## src/rtl/dpc_pkg.sv

```systemverilog
package dpc_pkg;

  localparam int LANES    = 4;
  localparam int LANE_W   = 8;
  localparam int DATA_W   = LANES * LANE_W;
  localparam int RAS_PINS = 2;

  typedef enum logic [3:0] {
    S_IDLE,
    S_PRE,
    S_ROW,
    S_CSET,
    S_CLOW,
    S_CREC,
    S_RCAS,
    S_RRAS
  } dpcState_t;

  // Next-cycle pin values and datapath strobes from control
  typedef struct packed {
    logic             rasN;
    logic [LANES-1:0] casN;
    logic             weN;
    logic             colSel;
    logic             dqOe;
    logic             capture;
    logic             accept;
  } dpcCtl_t;

  function automatic int dpcMax(int a, int b);
    return (a > b) ? a : b;
  endfunction

endpackage

```

## src/rtl/dpc_ctrl.sv

```systemverilog
module dpc_ctrl
  import dpc_pkg::*;
#(
  parameter int ROW_W        = 11,
  parameter int T_RP         = 2,
  parameter int T_RCD        = 1,
  parameter int T_CAS        = 2,
  parameter int T_CP         = 1,
  parameter int T_CSR        = 1,
  parameter int T_RREF       = 3,
  parameter int T_RAS_MAX    = 500,
  parameter int REF_INTERVAL = 780
) (
  input  logic             clk,
  input  logic             rst_n,
  input  logic             reqValid,
  input  logic             reqWrite,
  input  logic [ROW_W-1:0] reqRow,
  input  logic [LANES-1:0] reqBe,
  output logic             reqReady,
  output logic             refPending,
  output dpcCtl_t          ctl
);

  localparam int TMAX  = dpcMax(dpcMax(dpcMax(T_RP, T_RCD), dpcMax(T_CAS, T_CP)),
                                dpcMax(T_CSR, T_RREF));
  localparam int CNT_W = $clog2(TMAX) + 1;
  localparam int REF_W = $clog2(REF_INTERVAL) + 1;
  localparam int RAS_W = $clog2(T_RAS_MAX + 1) + 1;

  dpcState_t        state, stateNx;
  logic [CNT_W-1:0] cnt, cntNx;
  logic             rowOpen, rowOpenNx;
  logic             hasPend, hasPendNx;
  logic [ROW_W-1:0] openRow;
  logic             pWrite;
  logic [LANES-1:0] pBe;
  logic [REF_W-1:0] refTimer;
  logic             refPend;
  logic [RAS_W-1:0] rasTimer;
  logic             rasExpired;
  logic             waitDone;
  logic             accept;

  assign rasExpired = rasTimer >= RAS_W'(T_RAS_MAX);
  assign waitDone   = (cnt == '0);
  assign reqReady   = (state == S_IDLE) && !refPend && !rasExpired;
  assign refPending = refPend;

  always_comb begin
    stateNx   = state;
    cntNx     = waitDone ? cnt : cnt - 1'b1;
    rowOpenNx = rowOpen;
    hasPendNx = hasPend;
    accept    = 1'b0;
    ctl       = '{rasN: 1'b1, casN: '1, weN: 1'b1, colSel: 1'b0,
                  dqOe: 1'b0, capture: 1'b0, accept: 1'b0};
    unique case (state)
      S_IDLE: begin
        ctl.rasN = !rowOpen;
        if (refPend || rasExpired) begin
          if (rowOpen) begin
            stateNx   = S_PRE;
            cntNx     = CNT_W'(T_RP - 1);
            rowOpenNx = 1'b0;
            hasPendNx = 1'b0;
          end else if (refPend) begin
            stateNx = S_RCAS;
            cntNx   = CNT_W'(T_CSR - 1);
          end
        end else if (reqValid) begin
          accept = 1'b1;
          if (rowOpen && (reqRow == openRow)) begin
            stateNx = S_CSET;
          end else if (rowOpen) begin
            stateNx   = S_PRE;
            cntNx     = CNT_W'(T_RP - 1);
            rowOpenNx = 1'b0;
            hasPendNx = 1'b1;
          end else begin
            stateNx = S_ROW;
            cntNx   = CNT_W'(T_RCD - 1);
          end
        end
      end
      S_PRE: begin
        if (waitDone) begin
          if (hasPend) begin
            stateNx   = S_ROW;
            cntNx     = CNT_W'(T_RCD - 1);
            hasPendNx = 1'b0;
          end else begin
            stateNx = S_IDLE;
          end
        end
      end
      S_ROW: begin
        ctl.rasN = 1'b0;
        if (waitDone) begin
          stateNx   = S_CSET;
          rowOpenNx = 1'b1;
        end
      end
      S_CSET: begin
        ctl.rasN   = 1'b0;
        ctl.colSel = 1'b1;
        ctl.weN    = !pWrite;
        ctl.dqOe   = pWrite;
        stateNx    = S_CLOW;
        cntNx      = CNT_W'(T_CAS - 1);
      end
      S_CLOW: begin
        ctl.rasN   = 1'b0;
        ctl.colSel = 1'b1;
        ctl.weN    = !pWrite;
        ctl.dqOe   = pWrite;
        ctl.casN   = pWrite ? ~pBe : '0;
        if (waitDone) begin
          stateNx = S_CREC;
          cntNx   = CNT_W'(T_CP - 1);
        end
      end
      S_CREC: begin
        ctl.rasN    = 1'b0;
        ctl.colSel  = 1'b1;
        ctl.dqOe    = pWrite;
        ctl.capture = !pWrite && (cnt == CNT_W'(T_CP - 1));
        if (waitDone) stateNx = S_IDLE;
      end
      S_RCAS: begin
        ctl.casN = '0;
        if (waitDone) begin
          stateNx = S_RRAS;
          cntNx   = CNT_W'(T_RREF - 1);
        end
      end
      S_RRAS: begin
        ctl.rasN = 1'b0;
        ctl.casN = '0;
        if (waitDone) begin
          stateNx   = S_PRE;
          cntNx     = CNT_W'(T_RP - 1);
          hasPendNx = 1'b0;
        end
      end
      default: stateNx = S_IDLE;
    endcase
    ctl.accept = accept;
  end

  always_ff @(posedge clk or negedge rst_n) begin
    if (!rst_n) begin
      state   <= S_IDLE;
      cnt     <= '0;
      rowOpen <= 1'b0;
      hasPend <= 1'b0;
      openRow <= '0;
      pWrite  <= 1'b0;
      pBe     <= '0;
    end else begin
      state   <= stateNx;
      cnt     <= cntNx;
      rowOpen <= rowOpenNx;
      hasPend <= hasPendNx;
      if (accept) begin
        openRow <= reqRow;
        pWrite  <= reqWrite;
        pBe     <= reqBe;
      end
    end
  end

  // Refresh interval timer and row-active limit timer
  always_ff @(posedge clk or negedge rst_n) begin
    if (!rst_n) begin
      refTimer <= '0;
      refPend  <= 1'b0;
      rasTimer <= '0;
    end else begin
      if (state == S_RCAS) refPend <= 1'b0;
      if (refTimer == REF_W'(REF_INTERVAL - 1)) begin
        refTimer <= '0;
        refPend  <= 1'b1;
      end else begin
        refTimer <= refTimer + 1'b1;
      end
      if (!rowOpen)         rasTimer <= '0;
      else if (!rasExpired) rasTimer <= rasTimer + 1'b1;
    end
  end

endmodule

```

## src/rtl/dpc_datapath.sv

```systemverilog
module dpc_datapath
  import dpc_pkg::*;
#(
  parameter int ROW_W = 11,
  parameter int COL_W = 10,
  localparam int ADDR_W = ROW_W + COL_W
) (
  input  logic                clk,
  input  logic                rst_n,
  input  dpcCtl_t             ctl,
  input  logic [ADDR_W-1:0]   reqAddr,
  input  logic [DATA_W-1:0]   reqWdata,
  input  logic [DATA_W-1:0]   dqIn,
  output logic [RAS_PINS-1:0] rasN,
  output logic [LANES-1:0]    casN,
  output logic                weN,
  output logic [ROW_W-1:0]    dramAddr,
  output logic [DATA_W-1:0]   dqOut,
  output logic                dqOe,
  output logic [DATA_W-1:0]   rdData,
  output logic                rdValid
);

  logic [ADDR_W-1:0] addrLat;
  logic [DATA_W-1:0] wdatLat;
  logic [DATA_W-1:0] dqNx;
  logic [ROW_W-1:0]  addrNx;

  assign addrNx = ctl.colSel ? ROW_W'(addrLat[COL_W-1:0])
                             : addrLat[ADDR_W-1 -: ROW_W];

  // Per-lane write data: load on drive, otherwise hold
  for (genvar i = 0; i < LANES; i++) begin : gLane
    assign dqNx[i*LANE_W +: LANE_W] = ctl.dqOe ? wdatLat[i*LANE_W +: LANE_W]
                                               : dqOut[i*LANE_W +: LANE_W];
  end

  always_ff @(posedge clk or negedge rst_n) begin
    if (!rst_n) begin
      addrLat  <= '0;
      wdatLat  <= '0;
      rasN     <= '1;
      casN     <= '1;
      weN      <= 1'b1;
      dramAddr <= '0;
      dqOut    <= '0;
      dqOe     <= 1'b0;
      rdData   <= '0;
      rdValid  <= 1'b0;
    end else begin
      if (ctl.accept) begin
        addrLat <= reqAddr;
        wdatLat <= reqWdata;
      end
      rasN     <= {RAS_PINS{ctl.rasN}};
      casN     <= ctl.casN;
      weN      <= ctl.weN;
      dramAddr <= addrNx;
      dqOut    <= dqNx;
      dqOe     <= ctl.dqOe;
      rdValid  <= ctl.capture;
      if (ctl.capture) rdData <= dqIn;
    end
  end

endmodule

```

## src/rtl/dram_page_ctrl.sv

```systemverilog
module dram_page_ctrl
  import dpc_pkg::*;
#(
  parameter int ROW_W        = 11,
  parameter int COL_W        = 10,
  parameter int T_RP         = 2,
  parameter int T_RCD        = 1,
  parameter int T_CAS        = 2,
  parameter int T_CP         = 1,
  parameter int T_CSR        = 1,
  parameter int T_RREF       = 3,
  parameter int T_RAS_MAX    = 500,
  parameter int REF_INTERVAL = 780,
  localparam int ADDR_W = ROW_W + COL_W
) (
  input  logic                clk,
  input  logic                rst_n,
  input  logic                req_valid,
  output logic                req_ready,
  input  logic                req_write,
  input  logic [ADDR_W-1:0]   req_addr,
  input  logic [DATA_W-1:0]   req_wdata,
  input  logic [LANES-1:0]    req_be,
  output logic                rd_valid,
  output logic [DATA_W-1:0]   rd_data,
  output logic [RAS_PINS-1:0] ras_n,
  output logic [LANES-1:0]    cas_n,
  output logic                we_n,
  output logic [ROW_W-1:0]    dram_addr,
  output logic [DATA_W-1:0]   dram_dq_out,
  output logic                dram_dq_oe,
  input  logic [DATA_W-1:0]   dram_dq_in
);

  dpcCtl_t ctl;
  logic    refPending;

  dpc_ctrl #(
    .ROW_W(ROW_W), .T_RP(T_RP), .T_RCD(T_RCD), .T_CAS(T_CAS), .T_CP(T_CP),
    .T_CSR(T_CSR), .T_RREF(T_RREF), .T_RAS_MAX(T_RAS_MAX),
    .REF_INTERVAL(REF_INTERVAL)
  ) uCtrl (
    .clk(clk), .rst_n(rst_n), .reqValid(req_valid), .reqWrite(req_write),
    .reqRow(req_addr[ADDR_W-1 -: ROW_W]), .reqBe(req_be),
    .reqReady(req_ready), .refPending(refPending), .ctl(ctl)
  );

  dpc_datapath #(.ROW_W(ROW_W), .COL_W(COL_W)) uPath (
    .clk(clk), .rst_n(rst_n), .ctl(ctl), .reqAddr(req_addr),
    .reqWdata(req_wdata), .dqIn(dram_dq_in), .rasN(ras_n), .casN(cas_n),
    .weN(we_n), .dramAddr(dram_addr), .dqOut(dram_dq_out), .dqOe(dram_dq_oe),
    .rdData(rd_data), .rdValid(rd_valid)
  );

endmodule

```

## config.mk

```make
export PLATFORM = sky130hd
export DESIGN_NAME = dram_page_ctrl
export DESIGN_NICKNAME = d
export VERILOG_FILES = /design/src/rtl/dpc_pkg.sv /design/src/rtl/dpc_ctrl.sv /design/src/rtl/dpc_datapath.sv /design/src/rtl/dram_page_ctrl.sv
export SDC_FILE = /design/constraint.sdc
export NUM_CORES = 1
export LEC_CHECK = 0
export BUFFER_PORTS_ARGS = -buffer_cell sky130_fd_sc_hd__buf_2
export CAP_MARGIN = 20
export CORE_AREA = 3 3 135 137
export DETAILED_ROUTE_END_ITERATION = 8
export DIE_AREA = 0 0 138 140
export PLACE_DENSITY = 0.65
export SYNTH_ARGS = -nofsm -noshare
export SYNTH_HDL_FRONTEND = slang
export SYNTH_SLANG_ARGS = --single-unit
```

## constraint.sdc

```tcl
create_clock -name clk -period 2.4 [get_ports clk]
set_clock_uncertainty 0.15 [all_clocks]
set_input_delay 0 -clock clk [delete_from_list [all_inputs] [get_ports clk]]
set_output_delay 0 -clock clk [all_outputs]
set_load 0.05 [all_outputs]
```

==> impl_metrics.py <==
metrics = {
    "setup_path": {
        "crit_path_start_kind": "flop",
        "setup.worst_path.class": "flop to flop",
        "cp.required_ps": 2560,
        "critPathSlowestCell": "nor4_1",
        "slowest_delay_ps": 460,
        "end_kind": "flop",
        "path_max_fanout": 5,
        "worstPathCellList": "xor2_1, nor4_1, nand3_1, o221a_1, a211o_1",
        "cp.arrival_ps": 2370,
    },
    "synthesis": {
        "yosys-top-cells-area": "dfrtp_1 57%, mux2_2 16%, mux2_4 5.4%",
        "synth.distinct_cells": 61,
        "yosysSeqAreaShare": 0.590,
        "ys_ff_latch": 171,
        "synth_fp_nets": 619,
        "yosys.area.top_type": "dfrtp_1",
        "synth_edf_count": 0,
        "syn-instance-count": 519,
        "synth_ff_type": "dfrtp_1",
        "syn_area_um2": 7270,
        "synth.top_cell.area_share": 0.568,
        "async_reset_ff_frac": 1.00,
        "yosys.cell_count.top_type": "dfrtp_1",
        "yosysWarningCount": 0,
        "avgSynthCellArea_um2": 14.0,
        "synthTopCellsByCount": "165 x dfrtp_1, 106 x mux2_2, 26 x mux2_4",
    },
    "layout": {
        "nFillCells": 1377,
        "diodes": 0,
        "seqCellArea_um2": 4290,
        "synthToLayoutAreaGrowth_pct": 37.3,
        "design_area_um2": 9980,
        "final_nets": 895,
        "final_layout_size_suffix_gt1_frac": 0.465,
        "multi_input_area_um2": 2770,
        "fin_cells": 1033,
    },
    "power_and_ir_drop": {
        "peakVddDrop_mv": 0.905,
        "fin_total_pwr_mw": 14.7,
        "powerDensity_nw_per_um2": 1470,
        "cellLeakagePower_nw": 4.76,
    },
    "floorplan": {
        "die_height_um": 140,
        "rows": 48,
        "io_pins": 178,
        "die_w_um": 138,
        "fp.coreArea_um2": 17200,
        "die_area_um2": 19300,
        "initial_core_util": 0.423,
    },
    "timing": {
        "fin_crit_sh": 0.920,
        "period_minus_slack_ps": 2210,
        "slew_violations": 0,
        "tightestPinTransition_ps": 998,
        "finalSetupViolCount": 0,
        "rsz0062_at_grt": "no",
        "fmax_ghz": 0.453,
        "hold_viol": 0,
        "relSlewSlack": 0.334,
        "setup_tns_ps": 0,
    },
    "routing": {
        "postRouteAntennaNets": 0,
        "drc_errors": 0,
        "dr.pass1.iters": 4,
        "routed_wl_mm": 16.6,
        "wl_per_cell_um": 16.0,
        "drt_iter0_drc": 166,
        "num_vias": 5056,
        "vias_per_cell": 4.89,
    },
    "grt": {
        "grt_pass1_wl_mm": 27.6,
        "grt.total_usage": 0.175,
        "antenna_found_initial": 0,
        "grt_pass1_vias": 5590,
        "overflow": 0,
        "grt_max_degree": 172,
    },
    "clock_network": {
        "clock-sinks": 171,
        "cts_buffers": 17,
        "cts_max_level": 4,
        "clockBufferDepth": 2,
        "tritoncts": "done",
        "postCtsSetupRepairBufs": 0,
        "clk_latency_ps": 430,
        "clk_pin_slew_worst_paths_ps": 70,
        "cts-root-buf": "clkbuf_16",
    },
    "place": {
        "gp_congestion": 0.844,
        "portBuffers": 177,
        "place_area_um2": 8430,
        "dpl.cell_count": 909,
        "dpl.hpwl_mm": 10.9,
    },
    "flow_run": {
        "maxCapViolations": 0,
    },
    "worst_hold_path": {
        "min_path_type": "input pin to asynchronous set/reset pin",
    },
    "run_status": {
        "status": "finished clean",
    },
}
-- area by class of cell --
class,instances,share of cell area
inverter,18,0.00689
clock buffer,18,0.0440
multi-input combinational,306,0.278
clock inverter,14,0.0183
timing repair buffer,281,0.196
sequential,171,0.429
tap,225,0.0282
-- routing by layer --
| layer | GRT usage | share of wire | wire length (um) |
|---|---|---|---|
| met5 | 0 | 0 | 0 |
| met4 | 0.0666 | 0.019 | 316 |
| met3 | 0.0451 | 0.048 | 789 |
| met2 | 0.307 | 0.52 | 8540 |
| met1 | 0.209 | 0.42 | 6920 |
-- path summary, 6_finish.rpt --
path | startpoint | endpoint | slack, ps | cells past startpoint
setup / recovery | uCtrl.openRow[0]$_DFFE_PN0P_ | uCtrl.hasPend$_DFFE_PN0P_ | 190 | 5
hold / removal | rst_n | uPath.rdData[10]$_DFFE_PN0P_ | 70 | 3
hold reg to reg | uCtrl.refTimer[0]$_DFF_PN0_ | uCtrl.refTimer[0]$_DFF_PN0_ | 320 | 1
max in group asynchronous | rst_n | uCtrl.rasTimer[6]$_DFFE_PN0P_ | 1240 | 3
min in group clk | req_addr[7] | uPath.addrLat[7]$_DFFE_PN0P_ | 180 | 3
setup reg to reg | uCtrl.openRow[0]$_DFFE_PN0P_ | uCtrl.hasPend$_DFFE_PN0P_ | 190 | 5
-- where the power goes --
group	switching, mW	internal (mW)
combinational	4.32	2.55
clock	1.19	1.69
sequential	0.751	4.22
-- per-stage QoR --
| stage | setup WS, ps | utilization | hold slack, ps |
|---|---|---|---|
| after global placement | 215 | 0.491 | 73.9 |
| after detailed placement | 114 | 0.491 | 85.7 |
| after global routing | 36.8 | 0.581 | 161 |
| after CTS | 97.8 | 0.580 | 159 |
| final | 193 | 0.581 | 65.8 |
| after floorplan | 309 | - | -446 |
-- registers in the layout, summed over array words and instances, names as in the netlist, 3 cells and up --
register,count
uPath.rdData,32
uCtrl.cnt,3
uCtrl.rasTimer,10
uCtrl.refTimer,11
uCtrl.openRow,11
uPath.addrLat,10
uPath.dqOut,32
uPath.wdatLat,32
uCtrl.state,3
uCtrl.pBe,4
uPath.dramAddr,11
uPath.casN,4
-- critical path, delay by kind of cell (launching register included) --
| kind | cells | cell delay, ps |
|---|---|---|
| AND/OR/NAND/NOR | 2 | 770 |
| AO/OA/AOI/OAI | 2 | 600 |
| flip-flops | 1 | 400 |
| XOR/XNOR | 1 | 170 |
-- placed cells by master, fill, tap and decap left out, drive strengths merged, types with 5 or more instances in the layout --
cell and instances:
nor2 25, o21ai 13, xor2 18, mux2 132, dlygate4sd3 92, ha 7
dfstp 6, nand2 15, dfrtp 165, a21oi 13, xnor2 8, nor3 5
inv 23, and3 5, nand3 12, clkbuf 18, buf 189
-- repair_timing --
item,CTS,global route
endpoints found under the setup margin,0,15
hold endpoints to repair,259,0
hold buffers,92,0
gates resized for setup,0,3
-- cell families (layout without fill, tap and decap cells) --
group,count (synthesis),after routing,share of synthesized area
buffers and inverters,42,331,0.0320
muxes,134,134,0.221
AOI/OAI and AO/OA,55,55,0.0551
and+or+nand+nor,84,84,0.0594
adders and majority gates,7,7,0.0120
xor gates and xnor gates,26,26,0.0313
DFF,171,171,0.590
Note: power is estimated with default switching activity, not from simulation.
